==> config.mk <==
export PLATFORM = sky130hd
export DESIGN_NAME = linscan_seq
export DESIGN_NICKNAME = d
export VERILOG_FILES = /design/src/rtl/linscan_pkg.sv /design/src/rtl/linscan_cmd_dec.sv /design/src/rtl/linscan_pix_ctl.sv /design/src/rtl/linscan_readout.sv /design/src/rtl/linscan_seq.sv
export SDC_FILE = /design/constraint.sdc
export NUM_CORES = 1
export LEC_CHECK = 0
export CORE_MARGIN = 2
export CORE_UTILIZATION = 57
export DETAILED_ROUTE_END_ITERATION = 7
export DONT_BUFFER_PORTS = 1
export GPL_TIMING_DRIVEN = 0
export PLACE_DENSITY = 0.83
export RECOVER_POWER = 50
export SLEW_MARGIN = 0
export SYNTH_ARGS = -nofsm -noshare
export SYNTH_HDL_FRONTEND = slang
export SYNTH_HIERARCHICAL = 1
export SYNTH_SLANG_ARGS = --single-unit
==> constraint.sdc <==
create_clock -name clk_i -period 2.7 [get_ports clk_i]
set_clock_uncertainty 0.15 [all_clocks]
set_input_delay 0 -clock clk_i [delete_from_list [all_inputs] [get_ports clk_i]]
set_output_delay 0 -clock clk_i [all_outputs]
set_load 0.1 [all_outputs]
==> src/rtl/linscan_pkg.sv <==
package linscan_pkg;

  localparam logic [7:0] OP_RESET     = 8'hA1;
  localparam logic [7:0] OP_START     = 8'hA2;
  localparam logic [7:0] OP_SAMPLE    = 8'hA3;
  localparam logic [7:0] OP_READ      = 8'hA4;
  localparam logic [7:0] OP_ABORT     = 8'hA5;
  localparam logic [7:0] OP_RDHOLD    = 8'hA6;
  localparam logic [7:0] OP_RDHOLD_GO = 8'hA7;

  typedef struct packed {
    logic clr;
    logic start;
    logic sample;
    logic read;
    logic abort;
  } act_t;

  typedef enum logic [1:0] {
    RD_IDLE,
    RD_WAIT,
    RD_REQ,
    RD_SEND
  } rd_state_e;

endpackage

==> src/rtl/linscan_cmd_dec.sv <==
module linscan_cmd_dec
  import linscan_pkg::*;
#(
  parameter int CMD_GAP = 6
) (
  input  logic       clk_i,
  input  logic       rst_ni,
  input  logic       cmd_valid_i,
  input  logic [7:0] cmd_byte_i,
  input  logic       clr_busy_i,
  output act_t       act_o
);

  localparam int GW = (CMD_GAP > 2) ? $clog2(CMD_GAP) : 1;

  logic [GW-1:0] gap_q;
  act_t          dec;
  logic          known;
  logic          accept;

  always_comb begin
    dec   = '0;
    known = 1'b1;
    case (cmd_byte_i)
      OP_RESET:     dec.clr    = 1'b1;
      OP_START:     dec.start  = 1'b1;
      OP_SAMPLE:    dec.sample = 1'b1;
      OP_READ:      dec.read   = 1'b1;
      OP_ABORT:     dec.abort  = 1'b1;
      OP_RDHOLD: begin
        dec.sample = 1'b1;
        dec.read   = 1'b1;
      end
      OP_RDHOLD_GO: begin
        dec.sample = 1'b1;
        dec.read   = 1'b1;
        dec.start  = 1'b1;
      end
      default:      known = 1'b0;
    endcase
  end

  // during the clear cycle only a new clear gets through
  assign accept = cmd_valid_i && known && (gap_q == '0) && (!clr_busy_i || dec.clr);
  assign act_o  = accept ? dec : '0;

  always_ff @(posedge clk_i or negedge rst_ni) begin
    if (!rst_ni)         gap_q <= '0;
    else if (accept)     gap_q <= GW'(CMD_GAP - 1);
    else if (gap_q != 0) gap_q <= gap_q - 1'b1;
  end

endmodule

==> src/rtl/linscan_pix_ctl.sv <==
module linscan_pix_ctl
  import linscan_pkg::*;
#(
  parameter int RST_CYC = 22
) (
  input  logic clk_i,
  input  logic rst_ni,
  input  act_t act_i,
  output logic arr_rst_o,
  output logic arr_int_o,
  output logic arr_hold_o
);

  localparam int RW = $clog2(RST_CYC + 1);

  logic [RW-1:0] rcnt_q;
  logic          clr_q;
  logic          int_q;
  logic          hold_q;
  logic          relaunch_q;

  always_ff @(posedge clk_i or negedge rst_ni) begin
    if (!rst_ni) begin
      clr_q  <= 1'b0;
      rcnt_q <= '0;
    end else if (act_i.clr) begin
      clr_q  <= 1'b1;
      rcnt_q <= RW'(RST_CYC - 1);
    end else if (clr_q) begin
      if (rcnt_q == '0) clr_q  <= 1'b0;
      else              rcnt_q <= rcnt_q - 1'b1;
    end
  end

  always_ff @(posedge clk_i or negedge rst_ni) begin
    if (!rst_ni) begin
      int_q      <= 1'b0;
      hold_q     <= 1'b0;
      relaunch_q <= 1'b0;
    end else begin
      hold_q <= act_i.sample && !act_i.clr;
      if (act_i.clr) begin
        int_q      <= 1'b0;
        relaunch_q <= 1'b0;
      end else if (act_i.sample) begin
        int_q      <= 1'b0;
        relaunch_q <= act_i.start;
      end else if (act_i.start) begin
        int_q      <= 1'b1;
      end else if (relaunch_q) begin
        int_q      <= 1'b1;
        relaunch_q <= 1'b0;
      end
    end
  end

  assign arr_rst_o  = clr_q;
  assign arr_int_o  = int_q;
  assign arr_hold_o = hold_q;

endmodule

==> src/rtl/linscan_readout.sv <==
module linscan_readout
  import linscan_pkg::*;
#(
  parameter int NPIX      = 102,
  parameter int ZONE_PIX  = 34,
  parameter int FIRST_LAT = 44,
  parameter int PIX_W     = 8,
  parameter int IDX_W     = $clog2(NPIX)
) (
  input  logic             clk_i,
  input  logic             rst_ni,
  input  act_t             act_i,
  output logic             conv_req_o,
  output logic [IDX_W-1:0] conv_idx_o,
  input  logic [PIX_W-1:0] conv_data_i,
  output logic             tx_valid_o,
  output logic [PIX_W-1:0] tx_data_o,
  input  logic             tx_ready_i,
  output logic [1:0]       zone_o,
  output logic             rd_active_o
);

  localparam int LW = $clog2(FIRST_LAT);

  rd_state_e        st_q;
  logic [LW-1:0]    lat_q;
  logic [IDX_W-1:0] idx_q;
  logic [PIX_W-1:0] byte_q;
  logic             last_pix;

  assign last_pix = (idx_q == IDX_W'(NPIX - 1));

  always_ff @(posedge clk_i or negedge rst_ni) begin
    if (!rst_ni) begin
      st_q   <= RD_IDLE;
      lat_q  <= '0;
      idx_q  <= '0;
      byte_q <= '0;
    end else if (act_i.clr || act_i.abort) begin
      st_q <= RD_IDLE;
    end else if (act_i.read) begin
      st_q  <= RD_WAIT;
      lat_q <= '0;
      idx_q <= '0;
    end else begin
      unique case (st_q)
        RD_WAIT: begin
          // REQ and SEND add two edges after the count
          if (lat_q == LW'(FIRST_LAT - 2)) st_q  <= RD_REQ;
          else                             lat_q <= lat_q + 1'b1;
        end
        RD_REQ: begin
          byte_q <= conv_data_i;
          st_q   <= RD_SEND;
        end
        RD_SEND: begin
          if (tx_ready_i) begin
            if (last_pix) st_q <= RD_IDLE;
            else begin
              idx_q <= idx_q + 1'b1;
              st_q  <= RD_REQ;
            end
          end
        end
        default: st_q <= RD_IDLE;
      endcase
    end
  end

  always_comb begin
    if (int'(idx_q) < ZONE_PIX)          zone_o = 2'd0;
    else if (int'(idx_q) < 2 * ZONE_PIX) zone_o = 2'd1;
    else                                 zone_o = 2'd2;
  end

  assign conv_req_o  = (st_q == RD_REQ);
  assign conv_idx_o  = idx_q;
  assign tx_valid_o  = (st_q == RD_SEND);
  assign tx_data_o   = byte_q;
  assign rd_active_o = (st_q != RD_IDLE);

endmodule

==> src/rtl/linscan_seq.sv <==
module linscan_seq
  import linscan_pkg::*;
#(
  parameter int NPIX      = 102,
  parameter int ZONE_PIX  = 34,
  parameter int FIRST_LAT = 44,
  parameter int RST_CYC   = 22,
  parameter int CMD_GAP   = 6,
  parameter int PIX_W     = 8,
  parameter int IDX_W     = $clog2(NPIX)
) (
  input  logic             clk_i,
  input  logic             rst_ni,
  input  logic             cmd_valid_i,
  input  logic [7:0]       cmd_byte_i,
  output logic             arr_rst_o,
  output logic             arr_int_o,
  output logic             arr_hold_o,
  output logic             conv_req_o,
  output logic [IDX_W-1:0] conv_idx_o,
  input  logic [PIX_W-1:0] conv_data_i,
  output logic             tx_valid_o,
  output logic [PIX_W-1:0] tx_data_o,
  input  logic             tx_ready_i,
  output logic [1:0]       zone_o,
  output logic             rd_active_o
);

  act_t act;
  logic clr_busy;

  linscan_cmd_dec #(.CMD_GAP(CMD_GAP)) u_dec (
    .clk_i      (clk_i),
    .rst_ni     (rst_ni),
    .cmd_valid_i(cmd_valid_i),
    .cmd_byte_i (cmd_byte_i),
    .clr_busy_i (clr_busy),
    .act_o      (act)
  );

  linscan_pix_ctl #(.RST_CYC(RST_CYC)) u_pix (
    .clk_i     (clk_i),
    .rst_ni    (rst_ni),
    .act_i     (act),
    .arr_rst_o (clr_busy),
    .arr_int_o (arr_int_o),
    .arr_hold_o(arr_hold_o)
  );

  assign arr_rst_o = clr_busy;

  linscan_readout #(
    .NPIX     (NPIX),
    .ZONE_PIX (ZONE_PIX),
    .FIRST_LAT(FIRST_LAT),
    .PIX_W    (PIX_W),
    .IDX_W    (IDX_W)
  ) u_rd (
    .clk_i      (clk_i),
    .rst_ni     (rst_ni),
    .act_i      (act),
    .conv_req_o (conv_req_o),
    .conv_idx_o (conv_idx_o),
    .conv_data_i(conv_data_i),
    .tx_valid_o (tx_valid_o),
    .tx_data_o  (tx_data_o),
    .tx_ready_i (tx_ready_i),
    .zone_o     (zone_o),
    .rd_active_o(rd_active_o)
  );

endmodule

==> results.cfg <==
[logic_synthesis]
syn-num-nets = 217
synthAdderAreaFrac = 0.0444
synthMuxAreaShare = 0.0609
synth_cell_type_count = 54
seq_area_frac_synth = 0.444
yosys.area_share.simple = 0.258
ys_dominant_reg_cell = dfrtp_1
synthXorXnorAreaFrac = 0.0222
ys_seq_elements = 35
synth_top_family_by_area = simple AND/OR/NAND/NOR gates
synthArstFlopShare = 1.00
syn_inst = 190
synth_edf_count = 0
synth.avg_cell_area_um2 = 10.4
yosysWarnings = 6
synth-compound-area-share = 0.141
syn-cell-area_mm2 = 0.00197

[cells_and_area]
fillers = 202
insertedDiodeCount = 0
nets = 245
multi_input_area_mm2 = 0.00108
area_growth_pct = 18.4
seq_area_um2 = 880
design_area_mm2 = 0.00233
final_layout_size_suffix_gt1_frac = 0.161

[power]
p_leak_uw = 0.000936
p_switching_uw = 1480
total_power_uw = 2610
swShare = 0.564
ir_worst_vdd_v = 0.000371
power_frac_seq = 0.590
powerDensity_mw_per_mm2 = 1120
clockPowerShare = 0.113
power.internal_uw = 1140
power.share.combinational = 0.297

[timing]
whs_ns = 0.0454
rsz0062_at_grt = true
period_minus_slack_ns = 2.64
finalCritPeriodShare = 0.977
timing.final.max_slew_violations = 36
setup_violations = 0
setup_ws_ns = 0.0628
hold_viol = 0
slew_headroom = -0.255
worst-slew-pin-transition_ns = 1.88
fmax_mhz = 379

[critical_path]
regToRegSetupSlack_ns = 0.06
worstReg2RegStart = u_dec/gap_q[0]
critPathCaptureType = register
worst_ep_required_time_ns = 2.80
path_class = reg2reg
r2r-end = u_pix/arr_int_o
cp_max_fo = 4
critPathArrivalTime_ns = 2.74
reg2regPathDepth = 8
cp-start-kind = register

[grt]
grt.total_usage = 0.279
antenna_found_initial = 0
global_route.overflow_total = 0
grt_max_degree = 36
grt_first_pass_wirelength_um = 8650
grt_pass1_vias = 1774

[cts]
cts_sinks = 35
cts_tree = yes
path_clk_slew_ns = 0.11
htree_levels = 2
cts_max_path_buffers = 2
clk-insertion-delay-late_ns = 0.34
cts_root_buffer = clkbuf_4
cts_buffers = 5

[route]
drc = 0
vias_per_cell = 6.34
wl_per_cell_um = 19.4
via_count = 1673
routed_wl_um = 5110
drtIter0Drc = 195
drt.antenna.violating_nets = 0
dr.pass1.iters = 5

[die]
die-area_mm2 = 0.00395
num_rows = 21
die_h_um = 62.8
start_util = 0.591
coreArea_mm2 = 0.00334
io_pins = 43
die_x_um = 62.8

[status]
status = finished, violations left
failed_checks = max-capacitance violations, max-slew violations

[worst_hold_path]
worstHoldPathCells = 3
min_to = u_rd/st_q[1]
min_from = cmd_byte_i[2]
min_path_type = in2reg

[placement]
port_buffers = 0
post-place-ws_ns = 0.0204
placed_area_mm2 = 0.00204
dp_hpwl_um = 2820
place.gp.congestion = 0.794

[flow_run]
max-cap-violations = 1
## worst max-delay path by stage
stage / startpoint / endpoint / slack [ns] / cells after the start
finish: u_dec/gap_q[0] / u_pix/arr_int_o / 0.06 / 8
global route: u_dec/gap_q[0] / u_rd/lat_q[2] / -0.04 / 8
CTS: u_pix/arr_rst_o / u_rd/lat_q[2] / 0.04 / 4
detailed placement: u_dec/gap_q[0] / u_rd/lat_q[2] / 0.02 / 8
global placement: u_rd/conv_idx_o[3] / zone_o[0] / -0.26 / 3
floorplan: u_rd/conv_idx_o[3] / zone_o[0] / -0.16 / 3
## routing by layer
layer,GRT usage,routed length (um),vias to the layer above
met4,0.111,126,0
met3,0.0937,396,20
met1,0.341,2100,818
li1,-,-,742
met2,0.456,2490,93
met5,0,0,-
## repair_timing
item,4_1_cts,5_1_grt
gates resized for setup,3,8
hold buffers,21,0
setup buffers,0,0
hold endpoints to repair,54,0
endpoints found under the setup margin,3,21
## Yosys cell counts, drive strengths merged (3+ instances only)
master / count / area [um2]
nor3b: 3 / 32.5
nand3: 4 / 20.0
xnor2: 3 / 26.3
dfrtp: 35 / 876
ha: 7 / 87.6
or2: 4 / 25.0
nor2: 16 / 60.1
nand2: 15 / 56.3
a211o: 3 / 35.0
mux2: 8 / 90.1
nand2b: 5 / 31.3
nor3: 10 / 50.1
o31ai: 4 / 30.0
o2bb2ai: 3 / 26.3
clkbuf: 3 / 11.3
o21ai: 7 / 35.0
inv: 9 / 33.8
a21oi: 10 / 50.1
nand4: 4 / 46.3
nor2b: 3 / 18.8
mux2i: 3 / 30.0
## cell usage in the layout (no fill, tap or decap), drive strengths merged, types with 2 or more instances in the layout
cell type	synthesis	routed
dfrtp	35	35
dlygate4sd3	0	19
nor2	16	16
nand2	15	15
a21oi	10	10
nor3	10	10
clkbuf	3	10
inv	9	9
mux2	8	8
ha	7	7
o21ai	7	7
nand2b	5	5
o31ai	4	4
nand3	4	4
or2	4	4
nand4	4	4
mux2i	3	3
nor3b	3	3
o2bb2ai	3	3
xnor2	3	3
a211o	3	3
nor2b	3	3
xor2	2	2
or3	2	2
or4b	2	2
o22ai	2	2
nor4b	2	2
and4bb	2	2
and2	2	2
buf	2	2
## cells by family after synthesis
kind of cell | count (synthesis)
fa+ha+maj | 7
xor+xnor | 5
buf+inv | 14
simple gates | 79
compound gates | 39
flops | 35
mux | 11
## area by class of cell
cell class / count / area share
Buffer: 5 / 0.0107
Timing Repair Buffer: 21 / 0.0874
Clock buffer: 6 / 0.0220
Tap cell: 46 / 0.0247
Multi-Input combinational cell: 141 / 0.462
Clock inverter: 1 / 0.00214
Inverter: 9 / 0.0145
Sequential cell: 35 / 0.377
## power by group through the flow
stage | logic (uW) | clock network, uW | registers, uW
6_report | 777 | 295 | 1540
3_5_place_dp | 706 | 0 | 1540
5_1_grt | 843 | 319 | 1570
4_1_cts | 751 | 295 | 1530
3_3_place_gp | 656 | 0 | 1520
2_1_floorplan | 610 | 0 | 1490
## per-stage QoR
| stage | cells | TNS (ns) | util |
|---|---|---|---|
| after CTS | 264 | 0 | 0.701 |
| final | 264 | 0 | 0.700 |
| after floorplan | 190 | -0.159 | - |
| after detailed placement | 236 | 0 | 0.611 |
| after global routing | 264 | -0.104 | 0.700 |
| after global placement | 236 | -0.257 | 0.610 |
## sequential cells by signal (all words and copies together) (netlist names)
| name | cells |
|---|---|
| u_rd/tx_data_o | 8 |
| u_rd/conv_idx_o | 7 |
| u_pix/rcnt_q | 5 |
| u_rd/lat_q | 6 |
| u_pix/arr_hold_o | 1 |
| u_dec/gap_q | 3 |
| u_pix/arr_rst_o | 1 |
| u_rd/st_q | 2 |
| u_pix/arr_int_o | 1 |
| u_pix/relaunch_q | 1 |
## worst max-delay path, cell delays in order, from the launching register on
cell	delay (ns)
dfrtp_1	0.40
inv_1	0.11
ha_1	0.22
and2b_2	0.23
nand4_4	0.14
dlygate4sd3_1	0.63
nor3_1	0.35
nor3_1	0.13
nor3_1	0.19
(Power assumes the default switching activity.)
